--- src/rtl/pwm_pkg.sv ---
package pwm_pkg;
  localparam int BUS_W         = 32;
  localparam int PER_W         = 13;
  localparam int DIV_W         = 3;
  localparam int PRE_W         = (1 << DIV_W) - 1;
  localparam int WIN_BASE      = 32'h80;
  localparam int WIN_LSB       = 6;
  localparam int OFF_CTRL      = 6'h00;
  localparam int OFF_PER       = 6'h2C;
  localparam int OFF_THR       = 6'h30;
  localparam int CTRL_MODE_BIT = 15;
  localparam int CTRL_SLOW_BIT = 3;

  typedef struct packed {
    logic             mode;
    logic             slow;
    logic [DIV_W-1:0] div;
    logic [PER_W-1:0] per;
    logic [PER_W-1:0] thr;
  } chan_cfg_t;
endpackage

--- src/rtl/pwm_regbank.sv ---
module pwm_regbank
  import pwm_pkg::*;
#(
  parameter int NUM_CH = 8,
  parameter int ADDR_W = 10
) (
  input  logic                   clk,
  input  logic                   rst_n,
  input  logic                   we_i,
  input  logic [ADDR_W-1:0]      addr_i,
  input  logic [BUS_W-1:0]       wdata_i,
  output logic [BUS_W-1:0]       rdata_o,
  output logic [NUM_CH-1:0]      en_o,
  output chan_cfg_t [NUM_CH-1:0] cfg_o
);
  localparam int IDX_W = ADDR_W - WIN_LSB;

  logic              en_hit;
  logic              win_hit;
  logic [ADDR_W-1:0] rel;
  logic [IDX_W-1:0]  idx;
  logic [WIN_LSB-1:0] off;

  assign en_hit  = (addr_i == '0);
  assign rel     = addr_i - ADDR_W'(WIN_BASE);
  assign idx     = rel[ADDR_W-1:WIN_LSB];
  assign off     = addr_i[WIN_LSB-1:0];
  assign win_hit = (addr_i >= ADDR_W'(WIN_BASE)) &&
                   ({1'b0, idx} < (IDX_W+1)'(NUM_CH));

  // shared enable word
  logic [NUM_CH-1:0] en_q, en_d;

  always_comb begin
    en_d = en_q;
    if (we_i && en_hit) en_d = wdata_i[NUM_CH-1:0];
  end

  always_ff @(posedge clk or negedge rst_n) begin
    if (!rst_n) en_q <= '0;
    else        en_q <= en_d;
  end

  assign en_o = en_q;

  // per-channel shadow registers
  logic [NUM_CH-1:0] mode_q, slow_q;
  logic [DIV_W-1:0]  div_q [NUM_CH];
  logic [PER_W-1:0]  per_q [NUM_CH];
  logic [PER_W-1:0]  thr_q [NUM_CH];

  for (genvar c = 0; c < NUM_CH; c++) begin : g_win
    logic             hit;
    logic             mode_d, slow_d;
    logic [DIV_W-1:0] div_d;
    logic [PER_W-1:0] per_d, thr_d;

    assign hit = we_i && win_hit && (idx == IDX_W'(c));

    always_comb begin
      mode_d = mode_q[c];
      slow_d = slow_q[c];
      div_d  = div_q[c];
      per_d  = per_q[c];
      thr_d  = thr_q[c];
      if (hit && off == WIN_LSB'(OFF_CTRL)) begin
        mode_d = wdata_i[CTRL_MODE_BIT];
        slow_d = wdata_i[CTRL_SLOW_BIT];
        div_d  = wdata_i[DIV_W-1:0];
      end
      if (hit && off == WIN_LSB'(OFF_PER)) per_d = wdata_i[PER_W-1:0];
      if (hit && off == WIN_LSB'(OFF_THR)) thr_d = wdata_i[PER_W-1:0];
    end

    always_ff @(posedge clk or negedge rst_n) begin
      if (!rst_n) begin
        mode_q[c] <= 1'b0;
        slow_q[c] <= 1'b0;
        div_q[c]  <= '0;
        per_q[c]  <= '0;
        thr_q[c]  <= '0;
      end else begin
        mode_q[c] <= mode_d;
        slow_q[c] <= slow_d;
        div_q[c]  <= div_d;
        per_q[c]  <= per_d;
        thr_q[c]  <= thr_d;
      end
    end

    assign cfg_o[c] = '{mode: mode_q[c], slow: slow_q[c], div: div_q[c],
                        per: per_q[c], thr: thr_q[c]};
  end

  // read mux
  always_comb begin
    rdata_o = '0;
    if (en_hit) rdata_o[NUM_CH-1:0] = en_q;
    for (int c = 0; c < NUM_CH; c++) begin
      if (win_hit && idx == IDX_W'(c)) begin
        if (off == WIN_LSB'(OFF_CTRL)) begin
          rdata_o[CTRL_MODE_BIT] = mode_q[c];
          rdata_o[CTRL_SLOW_BIT] = slow_q[c];
          rdata_o[DIV_W-1:0]     = div_q[c];
        end
        if (off == WIN_LSB'(OFF_PER)) rdata_o[PER_W-1:0] = per_q[c];
        if (off == WIN_LSB'(OFF_THR)) rdata_o[PER_W-1:0] = thr_q[c];
      end
    end
  end

  assert_enable_write_R1: assert property (@(posedge clk) disable iff (!rst_n)
    (we_i && en_hit) |=> (en_o == $past(wdata_i[NUM_CH-1:0])));

  assert_enable_hold_R1: assert property (@(posedge clk) disable iff (!rst_n)
    !(we_i && en_hit) |=> $stable(en_o));

  always_comb begin
    if (rst_n === 1'b1 && win_hit && off == WIN_LSB'(OFF_PER))
      assert_period_mask_R3: assert (rdata_o[BUS_W-1:PER_W] == '0);
  end
endmodule

--- src/rtl/pwm_prescale.sv ---
module pwm_prescale
  import pwm_pkg::*;
(
  input  logic             clk,
  input  logic             rst_n,
  input  logic             run_i,
  input  logic             slow_sel_i,
  input  logic [DIV_W-1:0] div_i,
  input  logic             fast_tick_i,
  input  logic             slow_tick_i,
  output logic             step_o
);
  logic [PRE_W-1:0] pre_q, pre_d, mask;
  logic             tick;

  assign tick   = slow_sel_i ? slow_tick_i : fast_tick_i;
  assign mask   = PRE_W'((PRE_W+1)'(1) << div_i) - PRE_W'(1);
  assign step_o = run_i && tick && (pre_q == mask);

  always_comb begin
    pre_d = pre_q;
    if (!run_i)      pre_d = '0;
    else if (step_o) pre_d = '0;
    else if (tick)   pre_d = pre_q + PRE_W'(1);
  end

  always_ff @(posedge clk or negedge rst_n) begin
    if (!rst_n) pre_q <= '0;
    else        pre_q <= pre_d;
  end

  assert_step_needs_tick_R5: assert property (@(posedge clk) disable iff (!rst_n)
    step_o |-> (slow_sel_i ? slow_tick_i : fast_tick_i));

  assert_no_divide_R4: assert property (@(posedge clk) disable iff (!rst_n)
    (div_i == '0) |-> (pre_q == '0));
endmodule

--- src/rtl/pwm_chan.sv ---
module pwm_chan
  import pwm_pkg::*;
(
  input  logic      clk,
  input  logic      rst_n,
  input  logic      en_i,
  input  chan_cfg_t cfg_i,
  input  logic      fast_tick_i,
  input  logic      slow_tick_i,
  output logic      pwm_o
);
  chan_cfg_t        act_q, act_d;
  logic [PER_W-1:0] cnt_q, cnt_d;
  logic             run, step, wrap;

  assign run = en_i && act_q.mode;

  pwm_prescale u_pre (
    .clk        (clk),
    .rst_n      (rst_n),
    .run_i      (run),
    .slow_sel_i (act_q.slow),
    .div_i      (act_q.div),
    .fast_tick_i(fast_tick_i),
    .slow_tick_i(slow_tick_i),
    .step_o     (step)
  );

  assign wrap = step && ((act_q.per == '0) ||
                ((PER_W+1)'(cnt_q) + (PER_W+1)'(1) >= (PER_W+1)'(act_q.per)));

  always_comb begin
    cnt_d = cnt_q;
    act_d = act_q;
    if (!run || wrap) begin
      cnt_d = '0;
      act_d = cfg_i;
    end else if (step) begin
      cnt_d = cnt_q + PER_W'(1);
    end
  end

  always_ff @(posedge clk or negedge rst_n) begin
    if (!rst_n) begin
      cnt_q <= '0;
      act_q <= '0;
    end else begin
      cnt_q <= cnt_d;
      act_q <= act_d;
    end
  end

  assign pwm_o = run && (cnt_q < act_q.thr);

  assert_count_range_R4: assert property (@(posedge clk) disable iff (!rst_n)
    (act_q.per != '0) |-> (cnt_q < act_q.per));

  assert_idle_clear_R8: assert property (@(posedge clk) disable iff (!rst_n)
    !run |=> (cnt_q == '0));

  assert_hold_active_R7: assert property (@(posedge clk) disable iff (!rst_n)
    (run && !wrap) |=> $stable(act_q));

  assert_zero_thr_low_R6: assert property (@(posedge clk) disable iff (!rst_n)
    (act_q.thr == '0) |-> !pwm_o);

  assert_no_mode_low_R9: assert property (@(posedge clk) disable iff (!rst_n)
    !act_q.mode |-> !pwm_o);
endmodule

--- src/rtl/pwm_multi.sv ---
module pwm_multi
  import pwm_pkg::*;
#(
  parameter int NUM_CH = 8,
  parameter int ADDR_W = 10
) (
  input  logic              clk,
  input  logic              rst_n,
  input  logic              fast_tick_i,
  input  logic              slow_tick_i,
  input  logic              bus_we_i,
  input  logic [ADDR_W-1:0] bus_addr_i,
  input  logic [31:0]       bus_wdata_i,
  output logic [31:0]       bus_rdata_o,
  output logic [NUM_CH-1:0] pwm_o
);
  logic [NUM_CH-1:0]      en;
  chan_cfg_t [NUM_CH-1:0] cfg;

  pwm_regbank #(.NUM_CH(NUM_CH), .ADDR_W(ADDR_W)) u_regs (
    .clk    (clk),
    .rst_n  (rst_n),
    .we_i   (bus_we_i),
    .addr_i (bus_addr_i),
    .wdata_i(bus_wdata_i),
    .rdata_o(bus_rdata_o),
    .en_o   (en),
    .cfg_o  (cfg)
  );

  for (genvar c = 0; c < NUM_CH; c++) begin : g_ch
    pwm_chan u_chan (
      .clk        (clk),
      .rst_n      (rst_n),
      .en_i       (en[c]),
      .cfg_i      (cfg[c]),
      .fast_tick_i(fast_tick_i),
      .slow_tick_i(slow_tick_i),
      .pwm_o      (pwm_o[c])
    );
  end

  assert_stopped_low_R8: assert property (@(posedge clk) disable iff (!rst_n)
    (en == '0) |-> (pwm_o == '0));
endmodule

--- config.mk ---
export PLATFORM = sky130hd
export DESIGN_NAME = pwm_multi
export DESIGN_NICKNAME = d
export VERILOG_FILES = /design/src/rtl/pwm_pkg.sv /design/src/rtl/pwm_regbank.sv /design/src/rtl/pwm_prescale.sv /design/src/rtl/pwm_chan.sv /design/src/rtl/pwm_multi.sv
export SDC_FILE = /design/constraint.sdc
export NUM_CORES = 1
export LEC_CHECK = 0
export BUFFER_PORTS_ARGS = -buffer_cell sky130_fd_sc_hd__clkbuf_2
export CAP_MARGIN = 15
export CORE_UTILIZATION = 54
export DETAILED_ROUTE_END_ITERATION = 12
export PLACE_DENSITY = 0.7
export SYNTH_ARGS = -nofsm -noshare
export SYNTH_HDL_FRONTEND = slang
export SYNTH_HIERARCHICAL = 1
export SYNTH_SLANG_ARGS = --single-unit
--- constraint.sdc ---
create_clock -name clk -period 12.3 [get_ports clk]
set_input_delay 3.69 -clock clk [delete_from_list [all_inputs] [get_ports clk]]
set_output_delay 3.69 -clock clk [all_outputs]
set_load 0.01 [all_outputs]
==> summary.md <==
| Metric | Value |
|---|---|
| Cell taking the most area after synthesis | dfrtp_1 |
| Slew @ Worst Pin | about 1.1 ns |
| Syn Inst Count | 3502 |
| Max frequency | between 0.09 and 0.1 GHz |
| Switching Share | 22.54% |
| # clock sinks | 664 |
| Syn. warnings | 6 |
| Worst Skew | 0.02303 ns |
| Finished Layout Cells | approximately 4500 |
| Die span in x | 267.7 um |
| Die height | between 200 and 300 um |
| Wire length per cell | 21.13 um |
| Post-synth EDFFs | 0 |
| Max_cap viols | 0 |
| Most used DFF post-synth | dfrtp_1 |
| Vias in the first global route | 25810 |
| Ports | 87 |
| Htree depth | 3 |
| Die ar. | 71680 um2 |
| Setup_tns | 0 ns |
| Gates resized, CTS repair | 0 |
| Num CTS Buffers | 75 |
| Port bufs | 50 |
| Synth unique cells | 87 |
| Final worst slack | approximately 1.6 ns |
| Vias | 26980 |
| CORE AREA | ~70000 um2 |
| Worst Path Required | between 8 and 9 ns |
| GPL Wtd Cong | 0.9460 |
| Max_slew headroom | 24.21% |
| Iter 0 DRT Violations | roughly 2100 |
| Psw | 1080 uW |
| Hold WC Path Type | reg -> reg |
| Worst Setup End Kind | output port |
| Drt drc | 4 |
| P&R area growth vs syn | 8.141% |
| VDD IR max | ~0.000094 V |
| Final hold violation count | 0 |
| Clock power share | around half |
| Layout fillers | between 5000 and 6000 |
| CP Max Fanout | 13 |
| TritonCTS clock tree | yes |
| #FFs+latches synth | between 600 and 700 |
| Tcrit/Tclk final | 86.80% |
| Ys async rst share | 100.0% |
| Clk Tree Root Cell | clkbuf_16 |
| Number of setup buffers added after CTS | 0 |
| Synth Area per Inst | approximately 11 um2 |
| Status | complete, but fails checks |
| Combinational Power Share | 3.6% |
| Netlist Area Pre-Place | around 38000 um2 |
| Global route overflow | 0 |
| Final ANT Viol Nets | 0 |
| Yosys top cell area share | 43.58% |
| Endpoints failing setup | 0 |
| Flop pwr share | between 40 and 50% |
| Nets | roughly 3800 |
| Post-DP HPWL | between 60000 and 70000 um |
| Setup slack at placement | between 1.5 and 2 ns |
| Placed cells | roughly 4400 |
| Worst Path Arrival | about 7 ns |
| Dominant cells by area after synthesis | dfrtp_1, mux2_1, ha_1, mux2_2, mux2_4 |
| Maximum clock path buffer count | 3 |
| Total wire length | roughly 95000 um |
| Minimum clock period | 10.68 ns |
| Slew Limit Fails | 0 |
| CTS Hold Buffers Added | 0 |
| Std cell rows | 97 |
| Worst Setup Start Kind | primary input |
| Gr usage total | around 27% |
| Share of layout cells above drive strength 1 | 15.96% |
| Worst-Skew Late Latency | around 0.63 ns |
| First-pass GRT wire length | 149500 um |
| Pwr/cell area | between 100 and 150 nW/um2 |
| Vias per inst | approximately 6 |
| Initial antenna violation count | 8 |
| Initial Utilization | between 50% and 60% |
| DR pass1 iterations | 12 |
| CTS clk-pin slew, worst paths | ~0.060 ns |
| Crit path kind | in -> out |
| Failing checks | DRC |
| P_leak | around 0.019 uW |
| Seq/Total Area, Yosys | a little over two fifths |
| RSZ-0062 raised after global routing | false |
| P_int | 3713 uW |
| Largest net degree at the start of global routing | 164 |
==> layout make-up <==
type | count | area (um2) | area share, %
Timing Repair Buffer | 75 | 505.5 | 1.226
Antenna cell | 4 | 10.01 | 0.02427
Clock inverter | 35 | 504.2 | 1.223
Multi-Input combinational cell | 2431 | 19360 | 46.96
Sequential cell | 664 | 16620 | 40.29
Clock buffer | 102 | 2141 | 5.192
Tap cell | 940 | 1176 | 2.852
Inverter | 245 | 919.6 | 2.230
==> path summary, 6_finish.rpt <==
kind / startpoint / endpoint / slack (ns) / cells after the start
worst max-delay path: bus_addr_i[7] / bus_rdata_o[7] / 1.62 / 11
worst min-delay path: u_regs/cfg_o[247]$_DFFE_PN0P_ / g_ch[7].u_chan/act_q[30]$_DFFE_PN0P_ / 0.47 / 1
worst max register to register: g_ch[6].u_chan/cnt_q[2]$_DFFE_PN0P_ / g_ch[6].u_chan/act_q[21]$_DFFE_PN0P_ / 8.09 / 11
worst min register to register: u_regs/cfg_o[247]$_DFFE_PN0P_ / g_ch[7].u_chan/act_q[30]$_DFFE_PN0P_ / 0.47 / 1
max in group asynchronous: rst_n / u_regs/cfg_o[106]$_DFFE_PN0P_ / 7.74 / 2
min in group asynchronous: rst_n / g_ch[2].u_chan/u_pre/pre_q[2]$_DFFE_PN0P_ / 3.07 / 1
==> cells by family after synthesis <==
| logic type | after synthesis | synth area share [%] |
|---|---|---|
| AND/OR/NAND/NOR | 856 | 11.66 |
| AO/OA/AOI/OAI | 702 | 12.91 |
| flip-flops | 664 | 43.58 |
| multiplexers | 518 | 16.09 |
| buffers and inverters | 424 | 5.847 |
| adder cells (fa/ha/maj) | 218 | 7.153 |
| XOR/XNOR | 119 | 2.753 |
| other | 1 | 0.009834 |
==> power by group through the flow <==
stage / sequential [uW] / clock, uW / combinational [uW]
after detailed placement: 2260 / 0 / 175
final: 2220 / 2390 / 174
after global routing: 2230 / 2520 / 193
after floorplan: 2250 / 0 / 90.5
after CTS: 2220 / 2440 / 176
after global placement: 2260 / 0 / 173
==> cell usage after synthesis, types with 35 or more instances <==
master    count
mux2_1      254
dfrtp_1     664
a211oi_1     41
o21ai_1      73
a31oi_1      35
a22oi_1      58
clkbuf_1     57
nor2_1      101
nand3_1     100
xor2_1       49
a21oi_1     133
o22ai_1      40
buf_6        43
mux2_4       87
a211o_1      36
ha_1        218
o21ai_0      92
inv_1       245
mux2_2      158
nand4_1      45
nand2_1     298
nor3_1       41
xnor2_1      69
==> worst max-delay path, cell delays in order <==
cell and delay, ns:
clkbuf_2 0.19, inv_1 0.10, ha_1 0.29, or3b_1 0.44, a21oi_1 0.92, a2bb2oi_1 0.22
nor2_1 0.20, o32ai_1 0.11, o21a_1 0.14, o22ai_1 0.46, clkbuf_2 0.23
==> layout by cell type (no fill, tap or decap), types with 69 or more instances in the layout <==
| master | n |
|---|---|
| o21ai_0 | 92 |
| nor2_1 | 101 |
| dfrtp_1 | 664 |
| a21oi_1 | 133 |
| mux2_1 | 254 |
| ha_1 | 218 |
| mux2_4 | 87 |
| inv_1 | 245 |
| nand2_1 | 297 |
| mux2_2 | 158 |
| nand3_1 | 100 |
| clkbuf_16 | 77 |
| xnor2_1 | 69 |
| o21ai_1 | 73 |
==> through the flow <==
step	power (uW)	instance area (um2)	hold WS, ns	util (%)
floorplan	2345	38200	0.4391	-
global placement	2436	38560	0.4458	55.16
detailed placement	2439	38560	0.4497	55.16
CTS	4837	41200	0.4627	58.94
global route	4938	41230	0.4994	58.97
finish	4793	41240	0.4694	58.99
==> layer usage <==
metal | vias to the layer above | global-route usage (%) | share of wire (%)
li1 | 12580 | - | -
met5 | - | 0 | 0.075
met4 | 12 | 9.282 | 3.3
met3 | 189 | 5.168 | 6.0
met1 | 13460 | 38.44 | 46
met2 | 735 | 40.43 | 44
==> sequential cells by signal (all words and copies together), names as in the netlist <==
| register | count |
|---|---|
| g_ch.u_chan/u_pre/pre_q | 56 |
| g_ch.u_chan/act_q | 248 |
| g_ch.u_chan/cnt_q | 104 |
| u_regs/en_o | 8 |
| u_regs/cfg_o | 248 |
(Power assumes the default switching activity.)
